### src/rtl/nand_seq_pkg.sv
// Shared step encoding for the NAND command sequencer.
// Assumes operation codes 0..6 as listed in the brief.
package nand_seq_pkg;

    typedef enum logic [2:0] {
        K_CMD  = 3'd0,
        K_ADDR = 3'd1,
        K_WAIT = 3'd2,
        K_DLY  = 3'd3,
        K_XFER = 3'd4,
        K_READ = 3'd5,
        K_END  = 3'd6
    } step_kind_e;

    typedef struct packed {
        step_kind_e  kind;
        logic [3:0]  arg;
    } step_t;

    localparam logic [2:0] OP_PAGE_RD = 3'd0;
    localparam logic [2:0] OP_PAGE_PG = 3'd1;
    localparam logic [2:0] OP_BLK_ER  = 3'd2;
    localparam logic [2:0] OP_COL_RD  = 3'd3;
    localparam logic [2:0] OP_STAT    = 3'd4;
    localparam logic [2:0] OP_READ_ID = 3'd5;
    localparam logic [2:0] OP_RESET   = 3'd6;

    // command selectors (arg of K_CMD)
    localparam logic [3:0] C_RD1 = 4'd0;
    localparam logic [3:0] C_RD2 = 4'd1;
    localparam logic [3:0] C_PG1 = 4'd2;
    localparam logic [3:0] C_PG2 = 4'd3;
    localparam logic [3:0] C_ER1 = 4'd4;
    localparam logic [3:0] C_ER2 = 4'd5;
    localparam logic [3:0] C_DO1 = 4'd6;
    localparam logic [3:0] C_DO2 = 4'd7;
    localparam logic [3:0] C_ST  = 4'd8;
    localparam logic [3:0] C_ID  = 4'd9;
    localparam logic [3:0] C_RST = 4'd10;

    // address byte selectors (arg of K_ADDR)
    localparam logic [3:0] A_ZERO = 4'd0;
    localparam logic [3:0] A_COL0 = 4'd1;
    localparam logic [3:0] A_COL1 = 4'd2;
    localparam logic [3:0] A_ROW0 = 4'd3;
    localparam logic [3:0] A_ROW1 = 4'd4;
    localparam logic [3:0] A_ROW2 = 4'd5;

    function automatic step_t mk(input step_kind_e k, input logic [3:0] a);
        step_t s;
        s.kind = k;
        s.arg  = a;
        return s;
    endfunction

endpackage

### src/rtl/nand_rb_sync.sv
// Two-flop synchronizer for the flash ready/busy line.
// Resets to "ready" so an idle bus reads as not busy.
module nand_rb_sync (
    input  logic clk,
    input  logic rst_n,
    input  logic rb_n,
    output logic rdy_s
);
    logic [1:0] sync_q;

    // shift the asynchronous line through two flops
    always_ff @(posedge clk) begin
        if (!rst_n) sync_q <= 2'b11;
        else        sync_q <= {sync_q[0], rb_n};
    end

    assign rdy_s = sync_q[1];
endmodule

### src/rtl/nand_step_timer.sv
// Saturating cycle counter that measures time spent in one step.
// Cleared whenever the sequencer advances or is idle.
module nand_step_timer #(
    parameter int W = 8
) (
    input  logic         clk,
    input  logic         rst_n,
    input  logic         clr,
    output logic [W-1:0] count
);
    // count up, stop at all ones
    always_ff @(posedge clk) begin
        if (!rst_n || clr)   count <= '0;
        else if (~&count)    count <= count + 1'b1;
    end
endmodule

### src/rtl/nand_step_dec.sv
// Step list decoder: gives the step at position idx for operation op.
// Unknown operation codes end at once.
module nand_step_dec
    import nand_seq_pkg::*;
(
    input  logic [2:0] op,
    input  logic [3:0] idx,
    output step_t      step
);
    // select the step from the operation's fixed list
    always_comb begin
        step = mk(K_END, 4'd0);
        unique case (op)
            OP_PAGE_RD, OP_PAGE_PG: begin
                case (idx)
                    4'd0:  step = mk(K_WAIT, 4'd0);
                    4'd1:  step = mk(K_CMD, (op == OP_PAGE_RD) ? C_RD1 : C_PG1);
                    4'd2:  step = mk(K_ADDR, A_ZERO);
                    4'd3:  step = mk(K_ADDR, A_ZERO);
                    4'd4:  step = mk(K_ADDR, A_ROW0);
                    4'd5:  step = mk(K_ADDR, A_ROW1);
                    4'd6:  step = mk(K_ADDR, A_ROW2);
                    4'd7:  step = (op == OP_PAGE_RD) ? mk(K_CMD, C_RD2) : mk(K_XFER, 4'd1);
                    4'd8:  step = (op == OP_PAGE_RD) ? mk(K_WAIT, 4'd0) : mk(K_CMD, C_PG2);
                    4'd9:  step = (op == OP_PAGE_RD) ? mk(K_END, 4'd0) : mk(K_WAIT, 4'd0);
                    4'd10: step = mk(K_CMD, C_ST);
                    4'd11: step = mk(K_DLY, 4'd0);
                    4'd12: step = mk(K_READ, 4'd0);
                    default: step = mk(K_END, 4'd0);
                endcase
            end
            OP_BLK_ER: begin
                case (idx)
                    4'd0: step = mk(K_WAIT, 4'd0);
                    4'd1: step = mk(K_CMD, C_ER1);
                    4'd2: step = mk(K_ADDR, A_ROW0);
                    4'd3: step = mk(K_ADDR, A_ROW1);
                    4'd4: step = mk(K_ADDR, A_ROW2);
                    4'd5: step = mk(K_CMD, C_ER2);
                    4'd6: step = mk(K_WAIT, 4'd0);
                    4'd7: step = mk(K_CMD, C_ST);
                    4'd8: step = mk(K_DLY, 4'd0);
                    4'd9: step = mk(K_READ, 4'd0);
                    default: step = mk(K_END, 4'd0);
                endcase
            end
            OP_COL_RD: begin
                case (idx)
                    4'd0: step = mk(K_WAIT, 4'd0);
                    4'd1: step = mk(K_CMD, C_DO1);
                    4'd2: step = mk(K_ADDR, A_COL0);
                    4'd3: step = mk(K_ADDR, A_COL1);
                    4'd4: step = mk(K_CMD, C_DO2);
                    4'd5: step = mk(K_WAIT, 4'd0);
                    4'd6: step = mk(K_XFER, 4'd0);
                    default: step = mk(K_END, 4'd0);
                endcase
            end
            OP_STAT: begin
                case (idx)
                    4'd0: step = mk(K_WAIT, 4'd0);
                    4'd1: step = mk(K_CMD, C_ST);
                    4'd2: step = mk(K_DLY, 4'd0);
                    4'd3: step = mk(K_READ, 4'd0);
                    default: step = mk(K_END, 4'd0);
                endcase
            end
            OP_READ_ID: begin
                case (idx)
                    4'd0: step = mk(K_CMD, C_RST);
                    4'd1: step = mk(K_WAIT, 4'd0);
                    4'd2: step = mk(K_CMD, C_ID);
                    4'd3: step = mk(K_ADDR, A_ZERO);
                    4'd4: step = mk(K_DLY, 4'd1);
                    4'd5: step = mk(K_READ, 4'd1);
                    default: step = mk(K_END, 4'd0);
                endcase
            end
            OP_RESET: begin
                case (idx)
                    4'd0: step = mk(K_CMD, C_RST);
                    4'd1: step = mk(K_WAIT, 4'd0);
                    default: step = mk(K_END, 4'd0);
                endcase
            end
            default: step = mk(K_END, 4'd0);
        endcase
    end
endmodule

### src/rtl/nand_cmd_seq.sv
// NAND command sequencer top. It runs the step list of one request on
// the 8-bit flash bus, with one clock per latch strobe. Assumes the
// flash pulls rb_n low within WB_CYC-2 cycles of a confirm command.
module nand_cmd_seq
    import nand_seq_pkg::*;
#(
    parameter int         ROW_W    = 24,
    parameter int         COL_W    = 16,
    parameter int         ID_BYTES = 8,
    parameter int         WB_CYC   = 4,
    parameter int         STAT_DLY = 16,
    parameter int         ID_DLY   = 40,
    parameter logic [7:0] CMD_RD1  = 8'h00,
    parameter logic [7:0] CMD_RD2  = 8'h30,
    parameter logic [7:0] CMD_PG1  = 8'h80,
    parameter logic [7:0] CMD_PG2  = 8'h10,
    parameter logic [7:0] CMD_ER1  = 8'h60,
    parameter logic [7:0] CMD_ER2  = 8'hD0,
    parameter logic [7:0] CMD_DO1  = 8'h05,
    parameter logic [7:0] CMD_DO2  = 8'hE0,
    parameter logic [7:0] CMD_ST   = 8'h70,
    parameter logic [7:0] CMD_ID   = 8'h90,
    parameter logic [7:0] CMD_RST  = 8'hFF
) (
    input  logic             clk,
    input  logic             rst_n,
    input  logic             req_valid,
    input  logic [2:0]       req_op,
    input  logic [ROW_W-1:0] req_row,
    input  logic [COL_W-1:0] req_col,
    output logic             busy,
    output logic             done,
    output logic             fail,
    output logic             rd_valid,
    output logic [7:0]       rd_data,
    output logic             ce_n,
    output logic             cle,
    output logic             ale,
    output logic             we_n,
    output logic             re_n,
    output logic [7:0]       io_out,
    output logic             io_oe,
    input  logic [7:0]       io_in,
    input  logic             rb_n,
    output logic             xfer_req,
    output logic             xfer_wr,
    input  logic             xfer_done
);
    localparam int MAXC = ((ID_DLY > STAT_DLY) ? ID_DLY : STAT_DLY) + WB_CYC;
    localparam int TW   = $clog2(MAXC + 1);
    localparam int RW   = $clog2(ID_BYTES) + 1;

    logic             busy_q, done_q, fail_q, rdv_q;
    logic [7:0]       rdd_q;
    logic [2:0]       op_q;
    logic [ROW_W-1:0] row_q;
    logic [COL_W-1:0] col_q;
    logic [3:0]       idx_q;
    logic [RW-1:0]    rcnt_q;
    logic [TW-1:0]    cnt;
    logic             rdy_s, adv;
    logic [23:0]      row_ext;
    logic [15:0]      col_ext;
    step_t            st;

    nand_rb_sync u_sync (.clk(clk), .rst_n(rst_n), .rb_n(rb_n), .rdy_s(rdy_s));

    nand_step_timer #(.W(TW)) u_tmr (
        .clk(clk), .rst_n(rst_n), .clr(adv || !busy_q), .count(cnt)
    );

    nand_step_dec u_dec (.op(op_q), .idx(idx_q), .step(st));

    assign row_ext = 24'(row_q);
    assign col_ext = 16'(col_q);

    // decide whether the current step is complete this cycle
    always_comb begin
        adv = 1'b0;
        if (busy_q) begin
            case (st.kind)
                K_CMD, K_ADDR: adv = 1'b1;
                K_WAIT: adv = (cnt >= TW'(WB_CYC - 1)) && rdy_s;
                K_DLY:  adv = st.arg[0] ? (cnt >= TW'(ID_DLY - 1)) : (cnt >= TW'(STAT_DLY - 1));
                K_XFER: adv = xfer_done;
                K_READ: adv = !st.arg[0] || (rcnt_q == RW'(ID_BYTES - 1));
                default: adv = 1'b0;
            endcase
        end
    end

    // request acceptance, step progress and completion
    always_ff @(posedge clk) begin
        if (!rst_n) begin
            busy_q <= 1'b0;
            done_q <= 1'b0;
            fail_q <= 1'b0;
            op_q   <= '0;
            row_q  <= '0;
            col_q  <= '0;
            idx_q  <= '0;
            rcnt_q <= '0;
        end else if (!busy_q) begin
            done_q <= 1'b0;
            if (req_valid) begin
                busy_q <= 1'b1;
                op_q   <= req_op;
                row_q  <= req_row;
                col_q  <= req_col;
                idx_q  <= '0;
                rcnt_q <= '0;
                fail_q <= 1'b0;
            end
        end else if (st.kind == K_END) begin
            busy_q <= 1'b0;
            done_q <= 1'b1;
        end else begin
            if (st.kind == K_READ && (op_q == OP_PAGE_PG || op_q == OP_BLK_ER))
                fail_q <= io_in[0];
            if (adv) begin
                idx_q  <= idx_q + 1'b1;
                rcnt_q <= '0;
            end else if (st.kind == K_READ) begin
                rcnt_q <= rcnt_q + 1'b1;
            end
        end
    end

    // capture each byte read from the bus
    always_ff @(posedge clk) begin
        if (!rst_n) begin
            rdv_q <= 1'b0;
            rdd_q <= '0;
        end else begin
            rdv_q <= busy_q && (st.kind == K_READ);
            rdd_q <= io_in;
        end
    end

    // map the step to flash bus pins
    always_comb begin
        cle    = 1'b0;
        ale    = 1'b0;
        we_n   = 1'b1;
        re_n   = 1'b1;
        io_oe  = 1'b0;
        io_out = 8'h00;
        if (busy_q) begin
            case (st.kind)
                K_CMD: begin
                    cle = 1'b1; we_n = 1'b0; io_oe = 1'b1;
                    case (st.arg)
                        C_RD1: io_out = CMD_RD1;
                        C_RD2: io_out = CMD_RD2;
                        C_PG1: io_out = CMD_PG1;
                        C_PG2: io_out = CMD_PG2;
                        C_ER1: io_out = CMD_ER1;
                        C_ER2: io_out = CMD_ER2;
                        C_DO1: io_out = CMD_DO1;
                        C_DO2: io_out = CMD_DO2;
                        C_ST:  io_out = CMD_ST;
                        C_ID:  io_out = CMD_ID;
                        default: io_out = CMD_RST;
                    endcase
                end
                K_ADDR: begin
                    ale = 1'b1; we_n = 1'b0; io_oe = 1'b1;
                    case (st.arg)
                        A_COL0: io_out = col_ext[7:0];
                        A_COL1: io_out = col_ext[15:8];
                        A_ROW0: io_out = row_ext[7:0];
                        A_ROW1: io_out = row_ext[15:8];
                        A_ROW2: io_out = row_ext[23:16];
                        default: io_out = 8'h00;
                    endcase
                end
                K_READ: re_n = 1'b0;
                default: ;
            endcase
        end
    end

    assign busy     = busy_q;
    assign done     = done_q;
    assign fail     = done_q & fail_q;
    assign rd_valid = rdv_q;
    assign rd_data  = rdd_q;
    assign ce_n     = ~busy_q;
    assign xfer_req = busy_q && (st.kind == K_XFER);
    assign xfer_wr  = st.arg[0];
endmodule

### config.mk
export PLATFORM = sky130hd
export DESIGN_NAME = nand_cmd_seq
export DESIGN_NICKNAME = d
export VERILOG_FILES = /design/src/rtl/nand_seq_pkg.sv /design/src/rtl/nand_rb_sync.sv /design/src/rtl/nand_step_timer.sv /design/src/rtl/nand_step_dec.sv /design/src/rtl/nand_cmd_seq.sv
export SDC_FILE = /design/constraint.sdc
export NUM_CORES = 1
export LEC_CHECK = 0
export ABC_AREA = 1
export BUFFER_PORTS_ARGS = -buffer_cell sky130_fd_sc_hd__buf_2
export CAP_MARGIN = 20
export CORE_AREA = 5 5 88 98
export DETAILED_ROUTE_END_ITERATION = 8
export DIE_AREA = 0 0 93 103
export GPL_TIMING_DRIVEN = 0
export PLACE_DENSITY = 0.9
export SYNTH_ARGS = -nofsm -noshare
export SYNTH_HDL_FRONTEND = slang
export SYNTH_HIERARCHICAL = 1
export SYNTH_SLANG_ARGS = --single-unit
### constraint.sdc
create_clock -name clk -period 5.5 [get_ports clk]
set_clock_uncertainty 0.15 [all_clocks]
set_input_delay 0.825 -clock clk [delete_from_list [all_inputs] [get_ports clk]]
set_output_delay 0.825 -clock clk [all_outputs]
set_load 0.02 [all_outputs]
==> flow_summary.toml <==
[routing]
vias = 4527
drtIter0Drc = 332
antenna_left = 0
viasPerCell = 5.58
dr.pass1.iters = 7
routedWlPerCell_um = 14.3
post-route-drc-count = 0
wl_um = 11600

[floorplanning]
dieArea_mm2 = 0.00958
row_count = 34
die_w_um = 93
core_area_mm2 = 0.00766
io_pins = 84
die_height_um = 103
start_util_pct = 52.2

[synthesis]
synth_simple_gate_area_share_pct = 32.6
synth_top_family_by_area = "simple AND/OR/NAND/NOR gates"
yosysTopAreaCell = "dfxtp_1"
synthCells = 622
synth_cell_types = 41
yosys_warnings = 6
synth_nets = 686
ys_ff_latch = 71
synthesis.area_mm2 = 0.00399
synth_xor_area_share_pct = 0.877
synthTopCellsByArea = "dfxtp_1 36%, nand2_1 12%, nor2_1 11%"
synth_seq_area_share_pct = 35.6
synth_compound_area_share_pct = 18.7
synth_mux_area_share_pct = 0
synthAdderAreaFrac_pct = 2.51
syn_avg_cell_area_um2 = 6.42
yosysTopAreaCellShare_pct = 35.6

[placed_design]
placed_cells = 795
hpwl_um = 8740
place_congestion = 0.967
place_area_mm2 = 0.00452
port_buffers = 83

[hold_path]
holdCritPathClass = "flop to flop"
holdPathStages = 2

[clock_network]
clkLatencyLatePin_ns = 0.35
numCtsBuffers = 9
hold_buffers = 0
htreeDepth = 3
cts_tree = "done"
clk_pin_slew_ns = 0.08
post_cts_buffers = 0
cts-root-buf = "clkbuf_8"
clock_sinks = 71
cts.path.max_buffers = 2
cts-resized-gates = 0

[setup_path]
critPathMaxFanout = 9
cp.arrival_ns = 3.59
path_class = "flop to output pin"
ff2ff_path_depth = 18
cp.required_ns = 4.53
start_kind = "flop"
ff2ff_setup_slack_ns = 2.53
end_kind = "output pin"

[global_routing]
grt_overflow_total = 0
antenna_found_initial = 0
grt_pass1_wl_um = 19300
grt_pass1_vias = 4331
track_usage_pct = 25.0
grt_max_degree = 14

[flow_run]
max_cap_violations = 0

[pwr]
power_density_mw_per_mm2 = 257
ir_drop_mv = 0.271
cellLeakagePower_nw = 2.30

[finish]
final_layout_size_suffix_gt1_share_pct = 17.3
final_area_mm2 = 0.00473
nNetsFinal = 780
area_delta_synth_final_pct = 18.4
final_cell_mix = "131 x nand2_1, 116 x nor2_1, 84 x buf_2, 71 x inv_1, 71 x dfxtp_1"
num_antenna_cells = 0
layout_commonest_cell = "nand2_1"
final_cells = 811

[sta]
finalSetupTns_ns = 0
setup_viol = 0
finalHoldViolations = 0
rsz0062_at_grt = "false"
worstMarginPinSlew_ns = 0.677
layout_min_cycle_time_ns = 4.57
fin_crit_sh_pct = 83.0
timing.slew.headroom_pct = 54.7
max_freq_mhz = 219
slew_viol_final = 0

[status]
outcome = "finished, final reports clean"
==> power breakdown <==
part | total (mW) | switching [mW] | internal, mW
combinational | 0.215 | 0.143 | 0.0714
clock | 0.432 | 0.209 | 0.223
sequential | 0.567 | 0.0204 | 0.547
==> flip-flops by register name (all words and copies together), names as in the netlist <==
signal	flops
rd_valid	1
done	1
rcnt_q	4
u_tmr/count	6
rd_data	8
fail_q	1
op_q	3
idx_q	4
col_ext	16
row_ext	24
busy	1
u_sync/sync_q	2
==> per-stage QoR <==
stage	hold WS [ns]	power [mW]	utilization, %	worst slack (ns)
2_1_floorplan	0.230	0.715	-	1.94
3_3_place_gp	0.235	0.781	59.1	1.40
3_5_place_dp	0.245	0.786	59.1	1.37
4_1_cts	0.306	1.21	61.7	0.972
5_1_grt	0.340	1.27	61.7	0.643
6_report	0.305	1.21	61.7	0.934
==> kinds of logic after synthesis <==
group | count (synthesis)
simple gates | 310
compound gates | 132
xor+xnor | 4
flops | 71
buf+inv | 97
fa+ha+maj | 8
==> final timing paths <==
kind | start | to
hold reg to reg | row_ext[9] | row_ext[9]
setup reg to reg | idx_q[1] | rcnt_q[3]
hold / removal | row_ext[9] | row_ext[9]
setup / recovery | idx_q[1] | io_out[6]
==> per-layer routing <==
metal	vias to the layer above	GRT usage, %	share of wire [%]
li1	2208	-	-
met1	2036	29.0	39
met2	234	42.6	49
met3	49	5.55	7.5
met4	0	14.7	4.9
met5	-	0	0
==> Yosys cell counts <==
cell type	count
nor3_2	1
a211oi_1	3
nor3b_1	1
dfxtp_1	71
o21ai_1	3
o21ai_2	1
buf_6	2
nand3_2	1
o32a_1	1
o21bai_1	1
a21oi_1	38
ha_1	8
nand2_1	131
clkinv_1	2
a32oi_1	1
buf_4	2
inv_1	71
a31oi_1	2
buf_2	1
o221ai_1	1
o21ai_4	1
o221a_2	1
xnor2_1	1
a22oi_1	2
o31ai_1	1
o211ai_1	6
clkbuf_1	15
nand3b_1	4
nor2_2	3
nand2_2	6
xor2_1	3
nor3_1	5
nand3_1	33
inv_2	4
nor2_4	3
nand4_1	6
a21boi_0	1
nor2_1	116
o21ai_0	63
o22ai_1	3
a221oi_1	3
==> critical path, stage by stage (launching register included) <==
cell      delay, ns
dfxtp_1        0.59
inv_2          0.15
nor2_2         0.15
nand2_1        0.08
o21ai_0        0.06
o21ai_0        0.10
nand3_1        0.36
inv_2          0.16
ha_1           0.26
nand3_1        0.30
o22ai_1        0.19
a221oi_1       0.34
nand2_1        0.09
a22oi_1        0.17
nor2_1         0.05
buf_2          0.18
==> layout make-up <==
class	count	area (um2)
plain buffers	20	98.8
clock buffers	10	138
clock inverters	6	67.6
fillers	675	2930
inverters	77	289
multi-input cells	454	2180
flip-flops and latches	71	1420
well taps	90	113
repair buffers	83	415
No activity file was read; power rests on OpenSTA's default activity.
